### src/rtl/flashcmd_pkg.sv
package flashcmd_pkg;

  localparam int UNLOCK_AW = 11;
  localparam logic [UNLOCK_AW-1:0] UNLOCK_FIRST  = 11'h555;
  localparam logic [UNLOCK_AW-1:0] UNLOCK_SECOND = 11'h2AA;

  localparam logic [7:0] CODE_KEY1  = 8'hAA;
  localparam logic [7:0] CODE_KEY2  = 8'h55;
  localparam logic [7:0] CODE_PROG  = 8'hA0;
  localparam logic [7:0] CODE_ERASE = 8'h80;
  localparam logic [7:0] CODE_IDENT = 8'h90;
  localparam logic [7:0] CODE_EXIT  = 8'hF0;
  localparam logic [7:0] CODE_CHIP  = 8'h10;
  localparam logic [7:0] CODE_SECT  = 8'h30;
  localparam logic [7:0] CODE_BLK   = 8'h50;

  typedef enum logic [2:0] {
    OP_NONE = 3'd0,
    OP_PROG = 3'd1,
    OP_SECT = 3'd2,
    OP_BLK  = 3'd3,
    OP_CHIP = 3'd4
  } cmdOp_e;

  typedef enum logic [2:0] {
    S_IDLE, S_UNL1, S_UNL2, S_PROG, S_ERS3, S_ERS4, S_ERS5
  } seqState_e;

  typedef struct packed {
    logic       atFirst;
    logic       atSecond;
    logic [7:0] code;
    logic       protSector;
    logic       protBlock;
  } busFlags_t;

  typedef struct packed {
    logic   fire;
    cmdOp_e op;
    logic   setId;
    logic   clrId;
  } ctrlStrobe_t;

endpackage

### src/rtl/flashcmd_ctrl.sv
module flashcmd_ctrl
  import flashcmd_pkg::*;
(
  input  logic        clk,
  input  logic        rstN,
  input  logic        wrEn,
  input  logic        busy,
  input  logic        wpN,
  input  busFlags_t   flags,
  output ctrlStrobe_t strobe
);

  seqState_e state, nextState;
  logic wrGo;

  assign wrGo = wrEn & ~busy;

  always_comb begin
    nextState = state;
    strobe    = '0;
    if (wrGo) begin
      nextState = S_IDLE;
      unique case (state)
        S_IDLE: begin
          if (flags.atFirst && flags.code == CODE_KEY1) nextState = S_UNL1;
          else if (flags.code == CODE_EXIT)             strobe.clrId = 1'b1;
        end
        S_UNL1: begin
          if (flags.atSecond && flags.code == CODE_KEY2) nextState = S_UNL2;
        end
        S_UNL2: begin
          if (flags.atFirst) begin
            unique case (flags.code)
              CODE_PROG:  nextState = S_PROG;
              CODE_ERASE: nextState = S_ERS3;
              CODE_IDENT: strobe.setId = 1'b1;
              CODE_EXIT:  strobe.clrId = 1'b1;
              default:    nextState = S_IDLE;
            endcase
          end
        end
        S_PROG: begin
          strobe.op   = OP_PROG;
          strobe.fire = wpN | ~flags.protSector;
        end
        S_ERS3: begin
          if (flags.atFirst && flags.code == CODE_KEY1) nextState = S_ERS4;
        end
        S_ERS4: begin
          if (flags.atSecond && flags.code == CODE_KEY2) nextState = S_ERS5;
        end
        S_ERS5: begin
          if (flags.atFirst && flags.code == CODE_CHIP) begin
            strobe.op   = OP_CHIP;
            strobe.fire = wpN;
          end else if (flags.code == CODE_SECT) begin
            strobe.op   = OP_SECT;
            strobe.fire = wpN | ~flags.protSector;
          end else if (flags.code == CODE_BLK) begin
            strobe.op   = OP_BLK;
            strobe.fire = wpN | ~flags.protBlock;
          end
        end
        default: nextState = S_IDLE;
      endcase
    end
  end

  always_ff @(posedge clk or negedge rstN) begin
    if (!rstN) state <= S_IDLE;
    else       state <= nextState;
  end

endmodule

### src/rtl/flashcmd_datapath.sv
module flashcmd_datapath
  import flashcmd_pkg::*;
#(
  parameter int          ADDR_W       = 20,
  parameter int          DATA_W       = 16,
  parameter int          SECTOR_AW    = 11,
  parameter int          BLOCK_AW     = 15,
  parameter int          PROT_SECTORS = 4,
  parameter bit          PROT_TOP     = 1'b0,
  parameter logic [15:0] DEV_ID       = 16'h7343,
  parameter logic [15:0] MFR_ID       = 16'h00A7
)(
  input  logic              clk,
  input  logic              rstN,
  input  logic [ADDR_W-1:0] wrAddr,
  input  logic [DATA_W-1:0] wrData,
  input  logic              idSel,
  input  ctrlStrobe_t       strobe,
  output busFlags_t         flags,
  output logic              cmdValid,
  output cmdOp_e            cmdOp,
  output logic [ADDR_W-1:0] cmdAddr,
  output logic [DATA_W-1:0] cmdData,
  output logic              idMode,
  output logic [15:0]       idWord
);

  localparam logic [ADDR_W-1:0] PROT_LOW_LIMIT = ADDR_W'(PROT_SECTORS) << SECTOR_AW;
  localparam logic [ADDR_W-1:0] PROT_HIGH_BASE = ~PROT_LOW_LIMIT + 1'b1;

  logic protSector, protBlock;

  generate
    if (PROT_TOP) begin : g_protTop
      assign protSector = wrAddr >= PROT_HIGH_BASE;
      assign protBlock  = &wrAddr[ADDR_W-1:BLOCK_AW];
    end else begin : g_protBottom
      assign protSector = wrAddr < PROT_LOW_LIMIT;
      assign protBlock  = ~|wrAddr[ADDR_W-1:BLOCK_AW];
    end
  endgenerate

  assign flags.atFirst    = wrAddr[UNLOCK_AW-1:0] == UNLOCK_FIRST;
  assign flags.atSecond   = wrAddr[UNLOCK_AW-1:0] == UNLOCK_SECOND;
  assign flags.code       = wrData[7:0];
  assign flags.protSector = protSector;
  assign flags.protBlock  = protBlock;

  always_ff @(posedge clk or negedge rstN) begin
    if (!rstN) begin
      cmdValid <= 1'b0;
      cmdOp    <= OP_NONE;
      cmdAddr  <= '0;
      cmdData  <= '0;
    end else if (strobe.fire) begin
      cmdValid <= 1'b1;
      cmdOp    <= strobe.op;
      cmdAddr  <= (strobe.op == OP_CHIP) ? '0 : wrAddr;
      cmdData  <= (strobe.op == OP_PROG) ? wrData : '0;
    end else begin
      cmdValid <= 1'b0;
      cmdOp    <= OP_NONE;
      cmdAddr  <= '0;
      cmdData  <= '0;
    end
  end

  always_ff @(posedge clk or negedge rstN) begin
    if (!rstN)             idMode <= 1'b0;
    else if (strobe.setId) idMode <= 1'b1;
    else if (strobe.clrId) idMode <= 1'b0;
  end

  assign idWord = idMode ? (idSel ? DEV_ID : MFR_ID) : 16'h0000;

endmodule

### src/rtl/flash_cmd_decoder.sv
module flash_cmd_decoder
  import flashcmd_pkg::*;
#(
  parameter int          ADDR_W       = 20,
  parameter int          DATA_W       = 16,
  parameter int          SECTOR_AW    = 11,
  parameter int          BLOCK_AW     = 15,
  parameter int          PROT_SECTORS = 4,
  parameter bit          PROT_TOP     = 1'b0,
  parameter logic [15:0] DEV_ID       = 16'h7343,
  parameter logic [15:0] MFR_ID       = 16'h00A7
)(
  input  logic              clk,
  input  logic              rstN,
  input  logic              wrEn,
  input  logic [ADDR_W-1:0] wrAddr,
  input  logic [DATA_W-1:0] wrData,
  input  logic              wpN,
  input  logic              busy,
  input  logic              idSel,
  output logic              cmdValid,
  output logic [2:0]        cmdOp,
  output logic [ADDR_W-1:0] cmdAddr,
  output logic [DATA_W-1:0] cmdData,
  output logic              idMode,
  output logic [15:0]       idWord
);

  busFlags_t   flags;
  ctrlStrobe_t strobe;
  cmdOp_e      cmdOpQ;

  flashcmd_ctrl u_ctrl (
    .clk    (clk),
    .rstN   (rstN),
    .wrEn   (wrEn),
    .busy   (busy),
    .wpN    (wpN),
    .flags  (flags),
    .strobe (strobe)
  );

  flashcmd_datapath #(
    .ADDR_W(ADDR_W), .DATA_W(DATA_W), .SECTOR_AW(SECTOR_AW), .BLOCK_AW(BLOCK_AW),
    .PROT_SECTORS(PROT_SECTORS), .PROT_TOP(PROT_TOP), .DEV_ID(DEV_ID), .MFR_ID(MFR_ID)
  ) u_dp (
    .clk      (clk),
    .rstN     (rstN),
    .wrAddr   (wrAddr),
    .wrData   (wrData),
    .idSel    (idSel),
    .strobe   (strobe),
    .flags    (flags),
    .cmdValid (cmdValid),
    .cmdOp    (cmdOpQ),
    .cmdAddr  (cmdAddr),
    .cmdData  (cmdData),
    .idMode   (idMode),
    .idWord   (idWord)
  );

  assign cmdOp = cmdOpQ;

endmodule

### config.mk
export PLATFORM = sky130hd
export DESIGN_NAME = flash_cmd_decoder
export DESIGN_NICKNAME = d
export VERILOG_FILES = /design/src/rtl/flashcmd_pkg.sv /design/src/rtl/flashcmd_ctrl.sv /design/src/rtl/flashcmd_datapath.sv /design/src/rtl/flash_cmd_decoder.sv
export SDC_FILE = /design/constraint.sdc
export NUM_CORES = 1
export LEC_CHECK = 0
export BUFFER_PORTS_ARGS = -buffer_cell sky130_fd_sc_hd__buf_4
export CAP_MARGIN = 0
export CELL_PAD_IN_SITES_DETAIL_PLACEMENT = 1
export CELL_PAD_IN_SITES_GLOBAL_PLACEMENT = 1
export CORE_UTILIZATION = 31
export CTS_CLUSTER_DIAMETER = 100
export DETAILED_ROUTE_END_ITERATION = 8
export GPL_TIMING_DRIVEN = 0
export PLACE_DENSITY = 0.76
export SLEW_MARGIN = 20
export SYNTH_ARGS = -nofsm -noshare
export SYNTH_HDL_FRONTEND = slang
export SYNTH_SLANG_ARGS = --single-unit
export TNS_END_PERCENT = 5
### constraint.sdc
create_clock -name clk -period 1.82 [get_ports clk]
set_input_delay 0.364 -clock clk [delete_from_list [all_inputs] [get_ports clk]]
set_output_delay 0.364 -clock clk [all_outputs]
set_load 0.01 [all_outputs]
==> metrics.cfg <==
[worst_setup_path]
critPathRequiredTime_ns = 2.05
critPathLaunchType = flop
end_kind = flop
crit_arrival_ns = 2.17
r2r_setup_slack_ns = -0.12
worst-setup-path-type = reg -> reg
worstPathMaxFanout = 5

[floorplan]
die_w_um = 84.0
initial_core_util_pct = 32.4
rows = 29
core_region_area_um2 = 6420
die_h_um = 84.0
die_area_um2 = 7050
io_pins = 99

[outcome]
violations = design-rule violations, negative setup slack
outcome = complete, but fails checks

[placed_design]
dp_cells = 357
gp_congestion = 0.794
io_buffers = 91
dp_hpwl_um = 4200

[sta]
setup_slack_ns = -0.125
tns_ns = -2.14
max_freq_ghz = 0.514
max_slew_margin_pct = 63.6
drv_slew = 0
rsz0062_at_grt = true
setup_viol = 24
tightest_slew_ns = 0.547
fin_crit_ns = 1.94
fin_crit_sh_pct = 107
fin_skew_ns = 0.00646
hold_violations = 0

[drt]
ant_nets = 0
firstDrtPassIters = 6
routed_wl_um = 5440
wl_per_cell_um = 14.7
vias_per_cell = 4.81
route.detailed.drc = 12
drt_first_iter_violations = 53
vias = 1775

[power]
power.density_nw_per_um2 = 583
total_leakage_power_nw = 1.58
ir_drop_v = 0.000340

[yosys]
ys.flop_type = dfrtp_1
synth.cell_area_um2 = 2080
async_reset_ff_share_pct = 100
synthCells = 185
synth_enable_flop_cells = 0
synth-seq-cells = 44
ys_warn_count = 0
synth-seq-area-share_pct = 52.9
synth_cell_type_count = 51
avgSynthCellArea_um2 = 11.3

[global_route]
grt_pass1_wl_um = 8760
grt_max_degree = 45
antenna_found_initial = 0
grt_use_total_pct = 16.1
grt_pass1_vias = 1766
gr-total-overflow = 0

[final_layout]
nNetsFinal = 333
multi_input_area_um2 = 888
layoutNonFillerInstCount = 369
fillCellCount = 736
final_core_util_pct = 47.9
final_cell_mix = buf_4, dfrtp_1, nand2_1
n_antenna_cell = 0
ff_latch_area_um2 = 1100
area_growth_pct = 47.7
mostFrequentLayoutCell = buf_4
drive_gt1_share_pct = 52.1

[clock_network]
cts.clk_slew.worst_paths_ns = 0.08
cts_buffers = 5
clockRootBuffer = clkbuf_8
clk-insertion-delay-late_ns = 0.29
clk_path_buf_depth = 2
htreeDepth = 2
cts_tree = built
cts_num_sinks = 44

[flow_run]
drv_cap = 0

[hold_path]
holdCritPathClass = in -> async

per-stage QoR:
stage	hold slack (ns)	total power, mW	worst slack (ns)	instance area (um^2)
6_report	0.0570	1.79	-0.125	3080
5_1_grt	0.0927	1.89	-0.209	3080
4_1_cts	0.0767	1.83	-0.0758	3040
3_5_place_dp	0.398	1.19	-0.351	2930
3_3_place_gp	0.393	1.19	-0.323	2930
2_1_floorplan	0.0684	1.07	-0.0422	2150
flip-flops by register name (all words and copies together), names as in the netlist:
register,count
u_dp.cmdData,16
u_dp.cmdOp,3
u_dp.idMode,1
u_dp.cmdAddr,20
u_dp.cmdValid,1
u_ctrl.state,3
cell usage after synthesis, drive strengths merged, types with 3 or more instances:
cell type  instances  area share, %
clkbuf             4           0.78
nor2b             18            5.8
dfrtp             44             53
nor2              13            2.3
a21o               3            1.1
inv                3           0.54
buf               18            7.2
nor4               9            4.1
and3              11            3.4
nor3               5            2.0
nor3b              4            1.7
or4bb              3            1.6
a21oi              3           0.90
nand3              3           0.72
or3                3            1.2
nand2             16            2.9
report_power, final:
| group | internal (mW) | leakage [nW] | switching (mW) |
|---|---|---|---|
| clock network | 0.303 | 0.0510 | 0.320 |
| registers | 0.977 | 0.615 | 0.000000266 |
| logic | 0.0973 | 0.912 | 0.0962 |
worst max-delay path, stage by stage, from the launching register on:
cell and delay (ns):
dfrtp_1 0.42, or3_4 0.38, nor4_4 0.27, buf_4 0.17, nor2b_4 0.19, a21oi_2 0.12, buf_6 0.17, nor3b_2 0.15
cells by family (layout without fill, tap and decap cells):
logic type / count (synthesis) / count (layout) / share of synthesized area (%)
simple gates: 99 / 99 / 31.7
flops: 44 / 44 / 52.9
buf+inv: 25 / 128 / 8.53
compound gates: 15 / 15 / 6.25
other cells: 1 / 5 / 0.180
xor+xnor: 1 / 1 / 0.421
worst paths after layout:
path                            startpoint          endpoint  depth (start not counted)
min in group clk                wrAddr[11]  u_dp.cmdAddr[11]                          2
min reg2reg                u_ctrl.state[0]   u_ctrl.state[0]                          2
max reg2reg                u_ctrl.state[0]   u_dp.cmdData[3]                          7
min                                   rstN   u_dp.cmdData[8]                          1
max                        u_ctrl.state[0]   u_dp.cmdData[3]                          7
max in group asynchronous             rstN  u_dp.cmdData[14]                          1
metal layers:
layer / part of all wire [%] / routed length (um) / GRT usage [%]
met1: 40 / 2160 / 19.2
met2: 53 / 2870 / 28.1
met3: 6.5 / 355 / 4.95
met4: 0.97 / 53 / 4.23
met5: 0 / 0 / 0
what timing repair did:
action	CTS	global route
endpoints found under the setup margin	30	41
hold buffers	0	0
gates resized for setup	4	2
setup buffers	0	3
pin swaps	0	2
cloned	0	1
hold endpoints to repair	0	0
area by class of cell:
type | instances | share of cell area (%)
buffer | 22 | 5.70
clock buffer | 6 | 2.69
multi-input combinational | 120 | 28.9
tap | 77 | 3.13
timing repair buffer | 95 | 23.1
clock inverter | 2 | 0.325
inverter | 3 | 0.366
sequential | 44 | 35.8
Note: power is estimated with default switching activity, not from simulation.
